$ cat config.mk
export PLATFORM = sky130hd
export DESIGN_NAME = rate_gate_counter
export DESIGN_NICKNAME = d
export VERILOG_FILES = /design/src/rtl/rate_pkg.sv /design/src/rtl/rate_gate_fsm.sv /design/src/rtl/rate_chan.sv /design/src/rtl/rate_gate_counter.sv
export SDC_FILE = /design/constraint.sdc
export NUM_CORES = 1
export LEC_CHECK = 0
export ABC_CLOCK_PERIOD_IN_PS = 7400
export CAP_MARGIN = 40
export CORE_MARGIN = 2
export CORE_UTILIZATION = 60
export DETAILED_ROUTE_END_ITERATION = 6
export MAX_ROUTING_LAYER = met4
export PLACE_DENSITY = 0.85
export SETUP_SLACK_MARGIN = 0.15
export SKIP_LAST_GASP = 1
export SYNTH_ARGS = -nofsm -noshare
export SYNTH_HDL_FRONTEND = slang
export SYNTH_SLANG_ARGS = --single-unit
$ cat constraint.sdc
create_clock -name clk -period 7.4 [get_ports clk]
set_input_delay 1.48 -clock clk [delete_from_list [all_inputs] [get_ports clk]]
set_output_delay 1.48 -clock clk [all_outputs]
set_load 0.1 [all_outputs]
$ cat src/rtl/rate_pkg.sv
package rate_pkg;
    localparam int NCH   = 5;
    localparam int OUT_W = 32;

    typedef enum logic [1:0] {
        ST_LOAD    = 2'd0,
        ST_GATE    = 2'd1,
        ST_PUBLISH = 2'd2
    } gate_state_e;
endpackage

$ cat src/rtl/rate_gate_fsm.sv
module rate_gate_fsm
    import rate_pkg::*;
#(
    parameter int PRE_W      = 8,
    parameter int HALF_TICKS = 500000
) (
    input  logic             clk,
    input  logic             rst_n,
    input  logic             tick_en,
    input  logic             restart,
    input  logic [PRE_W-1:0] prescale,
    output logic             clr_o,
    output logic             cnt_en_o,
    output logic             publish_o
);
    localparam int HALF_W = $clog2(HALF_TICKS + 1);
    localparam logic [HALF_W-1:0] SUB_LAST = HALF_W'(HALF_TICKS - 1);

    gate_state_e       state_q, state_d;
    logic [PRE_W-1:0]  pre_q;
    logic [HALF_W-1:0] sub_q;
    logic [PRE_W-1:0]  half_q;
    logic              sub_wrap;
    logic              last_tick;

    assign sub_wrap  = (sub_q == SUB_LAST);
    assign last_tick = tick_en && sub_wrap && (half_q == pre_q);

    // next-state logic
    always_comb begin
        state_d = state_q;
        if (restart) begin
            state_d = ST_LOAD;
        end else begin
            unique case (state_q)
                ST_LOAD:    state_d = ST_GATE;
                ST_GATE:    if (last_tick) state_d = ST_PUBLISH;
                ST_PUBLISH: state_d = ST_GATE;
                default:    state_d = ST_LOAD;
            endcase
        end
    end

    // state register
    always_ff @(posedge clk) begin
        if (!rst_n) state_q <= ST_LOAD;
        else        state_q <= state_d;
    end

    // outputs
    always_comb begin
        clr_o     = 1'b1;
        cnt_en_o  = 1'b0;
        publish_o = 1'b0;
        unique case (state_q)
            ST_LOAD:    clr_o = 1'b1;
            ST_GATE: begin
                clr_o    = restart;
                cnt_en_o = !restart;
            end
            ST_PUBLISH: publish_o = !restart;
            default:    clr_o = 1'b1;
        endcase
    end

    // two-level gate timer: half-second units times (y+1)
    always_ff @(posedge clk) begin
        if (!rst_n) begin
            pre_q  <= '0;
            sub_q  <= '0;
            half_q <= '0;
        end else if (state_q == ST_LOAD) begin
            pre_q  <= prescale;
            sub_q  <= '0;
            half_q <= '0;
        end else if (state_q == ST_GATE && tick_en) begin
            if (sub_wrap) begin
                sub_q  <= '0;
                half_q <= (half_q == pre_q) ? '0 : half_q + 1'b1;
            end else begin
                sub_q <= sub_q + 1'b1;
            end
        end
    end
endmodule

$ cat src/rtl/rate_chan.sv
module rate_chan #(
    parameter int CNT_W = 30
) (
    input  logic             clk,
    input  logic             rst_n,
    input  logic             clr,
    input  logic             en,
    input  logic             hit,
    output logic [CNT_W-1:0] cnt_o,
    output logic             ovf_o
);
    always_ff @(posedge clk) begin
        if (!rst_n || clr) begin
            cnt_o <= '0;
            ovf_o <= 1'b0;
        end else if (en && hit) begin
            if (&cnt_o) ovf_o <= 1'b1;
            else        cnt_o <= cnt_o + 1'b1;
        end
    end
endmodule

$ cat src/rtl/rate_gate_counter.sv
module rate_gate_counter
    import rate_pkg::*;
#(
    parameter int CNT_W      = 30,
    parameter int PRE_W      = 8,
    parameter int HALF_TICKS = 500000
) (
    input  logic             clk,
    input  logic             rst_n,
    input  logic             tick_en,
    input  logic [NCH-1:0]   trig_in,
    input  logic [PRE_W-1:0] prescale,
    input  logic             restart,
    output logic [OUT_W-1:0] cnt_a,
    output logic [OUT_W-1:0] cnt_b,
    output logic [OUT_W-1:0] cnt_c,
    output logic [OUT_W-1:0] cnt_d,
    output logic [OUT_W-1:0] cnt_trig,
    output logic [NCH-1:0]   ovf_flags,
    output logic             done_o
);
    localparam int PAD_W = OUT_W - CNT_W;

    logic                 clr, cnt_en, publish;
    logic [CNT_W-1:0]     live_cnt [NCH];
    logic [NCH-1:0]       live_ovf;
    logic [OUT_W-1:0]     pub_cnt  [NCH];
    logic [NCH-1:0]       pub_ovf;
    logic                 done_q;

    rate_gate_fsm #(.PRE_W(PRE_W), .HALF_TICKS(HALF_TICKS)) u_fsm (
        .clk       (clk),
        .rst_n     (rst_n),
        .tick_en   (tick_en),
        .restart   (restart),
        .prescale  (prescale),
        .clr_o     (clr),
        .cnt_en_o  (cnt_en),
        .publish_o (publish)
    );

    for (genvar ch = 0; ch < NCH; ch++) begin : g_chan
        rate_chan #(.CNT_W(CNT_W)) u_chan (
            .clk   (clk),
            .rst_n (rst_n),
            .clr   (clr),
            .en    (cnt_en),
            .hit   (trig_in[ch]),
            .cnt_o (live_cnt[ch]),
            .ovf_o (live_ovf[ch])
        );

        always_ff @(posedge clk) begin
            if (!rst_n)       pub_cnt[ch] <= '0;
            else if (publish) pub_cnt[ch] <= {{PAD_W{1'b0}}, live_cnt[ch]};
        end
    end

    always_ff @(posedge clk) begin
        if (!rst_n) begin
            pub_ovf <= '0;
            done_q  <= 1'b0;
        end else begin
            done_q <= publish;
            if (publish) pub_ovf <= live_ovf;
        end
    end

    assign cnt_a     = pub_cnt[0];
    assign cnt_b     = pub_cnt[1];
    assign cnt_c     = pub_cnt[2];
    assign cnt_d     = pub_cnt[3];
    assign cnt_trig  = pub_cnt[4];
    assign ovf_flags = pub_ovf;
    assign done_o    = done_q;
endmodule

==> impl_metrics.ini <==
[cts]
clkTransAtPathRegs_ns = 0.06
cts.root.buffer_cell = clkbuf_16
clkLatencyLatePin_ns = 0.52
cts_hold_buf = 0
post-cts-setup-buffers = 0
cts_sinks = 348
cts_max_path_buffers = 3
post_cts_resized = 0
htreeDepth = 2
cts_buffers = 35
cts_tree = done

[critical_path]
cp-start-kind = input port
r2r-start = u_fsm.state_q[1]
cp_data_arrival_time_ns = 5.00
rrSetupSlack_ns = 3.96
r2r_end = g_chan[1].u_chan.cnt_o[18]
cp-end-kind = flop
path_class = input port to flop
cp_max_fo = 77
rr_worst_depth = 5
required_ns = 7.81

[synthesis]
async_flop_share_pct = 0
synth_common_cells = dfxtp_1 (198), edfxtp_1 (150), and2_1 (139), nand2_1 (102), nor2_1 (96)
synth_cell_type_count = 62
synth_top_cell_by_area = edfxtp_1
yosysMostFrequentCell = dfxtp_1
syn-cell-area_um2 = 15200
synth_edf_count = 150
syn_inst = 1503
synth_compound_area_share_pct = 10.8
synth_ff_type = dfxtp_1
avgSynthCellArea_um2 = 10.1
synth-simple-area-share_pct = 25.2
synth_warnings = 0
synth_top_family_by_area = simple AND/OR/NAND/NOR gates
yosys.area_share.xor_xnor_pct = 3.69
yosysTopAreaCellShare_pct = 29.6
synth_fa_ha_area_share_pct = 0.576
synth.area.mux_share_pct = 0.724
synth_seq_cells = 348
yosysSeqAreaShare_pct = 55.7
yosys-top-cells-area = edfxtp_1 (30%), dfxtp_1 (26%), and2_1 (5.7%)

[layout]
drive_above_1_share_pct = 13.4
nNetsFinal = 1827
syn_to_final_growth_pct = 35.8
post-route-util_pct = 82.5
fillers = 1306
antenna_cells = 0

[global_routing]
overflow = 0
grt_pass1_vias = 12500
grt_pass1_wl_um = 64400
gr-usage-all-layers_pct = 31.0
antenna_found_initial = 0
grt_max_degree = 91

[hold_path]
min-delay-path-class = flop to flop
min_to = ovf_flags[1]
min_from = g_chan[1].u_chan.ovf_o
hold_depth = 1

[route]
via_per_inst = 6.08
wire_per_inst_um = 18.6
firstDrtPassIters = 5
drtIter0Drc = 1374
drc = 0
ant_nets = 0
routed_wl_um = 40200
via_count = 13100

[power]
power.density_nw_per_um2 = 206
p_total_uw = 4250
p_leak_uw = 0.00699
vdd_ir_drop_max_mv = 0.191

[sta]
finalHoldViolations = 0
timing.final.crit_share_pct = 62.1
finClkSkew_ns = 0.0289
timing.fmax_ghz = 0.218
worst_pin_slew_ns = 0.947
final-setup-viol-count = 0
grt_setup_unrepaired = no
period_minus_slack_ns = 4.59
slew_violations = 0
relSlewSlack_pct = 36.4
setup_tns_ns = 0

[place]
numPortBuffers = 172
hpwl_um = 27400
place_congestion = 0.870

[floorplan]
initial_core_util_pct = 60.8
fp.coreArea_um2 = 25000
io_pins = 183
die_area_um2 = 26600
row_count = 58
fp.dieH_um = 163
die_w_um = 163

[run_status]
status = completed

[run]
drv_cap = 0
-- final cells by class --
| type | count | area (µm²) | share of cell area (%) |
|---|---|---|---|
| Tap cell | 330 | 413 | 2.00 |
| Timing Repair Buffer | 341 | 4260 | 20.6 |
| Clock inverter | 18 | 153 | 0.739 |
| Clock buffer | 44 | 940 | 4.55 |
| Multi-Input combinational cell | 1047 | 6300 | 30.5 |
| Inverter | 30 | 118 | 0.569 |
| Sequential cell | 348 | 8470 | 41.0 |
-- cells in the final DEF, fill, tap and decap left out, types with 29 or more instances in the layout --
master	n
a21oi_1	90
buf_8	150
clkbuf_16	35
inv_1	29
xnor2_1	48
or3_1	78
nand3_1	59
nand4_1	54
nor3_1	45
edfxtp_1	150
o21ai_0	77
dfxtp_1	198
nor2_1	94
clkdlybuf4s50_1	172
nand2_1	102
and2_1	139
-- registers in the layout, indices dropped and copies added, names as in the netlist --
name                 cells
u_fsm.pre_q              8
g_chan.u_chan.ovf_o      5
u_fsm.state_q            2
done_o                   1
pub_cnt                150
u_fsm.sub_q             19
ovf_flags                5
g_chan.u_chan.cnt_o    150
u_fsm.half_q             8
-- through the flow --
step | std cells | hold WS (ns) | cell area, µm² | worst slack [ns]
finish | 2158 | 0.476 | 20700 | 2.81
global route | 2158 | 0.489 | 20700 | 2.53
CTS | 2158 | 0.473 | 20700 | 2.85
detailed placement | 2096 | 0.457 | 19600 | 2.32
global placement | 1936 | 0.447 | 17100 | 2.35
floorplan | 1512 | 0.438 | 15200 | 2.16
-- critical path, cell delays in order --
cell and delay [ns]:
clkdlybuf4s50_1 0.72, nand2b_1 0.59, buf_4 0.39, or2_4 0.75, buf_4 0.69, nor2_1 0.08
a41o_1 0.25
-- cells by family (layout without fill, tap and decap cells) --
family,count (synthesis),in the layout
other cells,1,10
compound gates,269,269
buf+inv,117,433
flops,348,348
fa+ha+maj,7,7
simple gates,686,686
xor+xnor,64,64
mux,11,11
-- where the power goes --
group,internal (µW),switching [µW]
clock,975,738
combinational,152,338
sequential,2030,17.0
-- layer usage --
metal  track usage [%]  part of all wire [%]  up-vias  routed length, µm
met1              37.5                    38     6288              15300
met4              12.3                   3.9        0               1570
li1                  -                     -     6087                  -
met3              3.73                   6.8      113               2740
met2              53.1                    51      622              20600
met5                 -                     0        -                  0
-- worst max-delay path by stage --
stage          startpoint                          to  slack [ns]  cells past startpoint
6_report          restart  g_chan[1].u_chan.cnt_o[18]        2.81                      7
2_1_floorplan     restart               pub_cnt[0][0]        2.16                      3
5_1_grt           restart  g_chan[1].u_chan.cnt_o[18]        2.53                      7
4_1_cts           restart  g_chan[1].u_chan.cnt_o[18]        2.85                      7
3_5_place_dp      restart  g_chan[1].u_chan.cnt_o[18]        2.32                      7
3_3_place_gp      restart  g_chan[1].u_chan.cnt_o[18]        2.35                      7
Power figures use the tool's default switching activity.
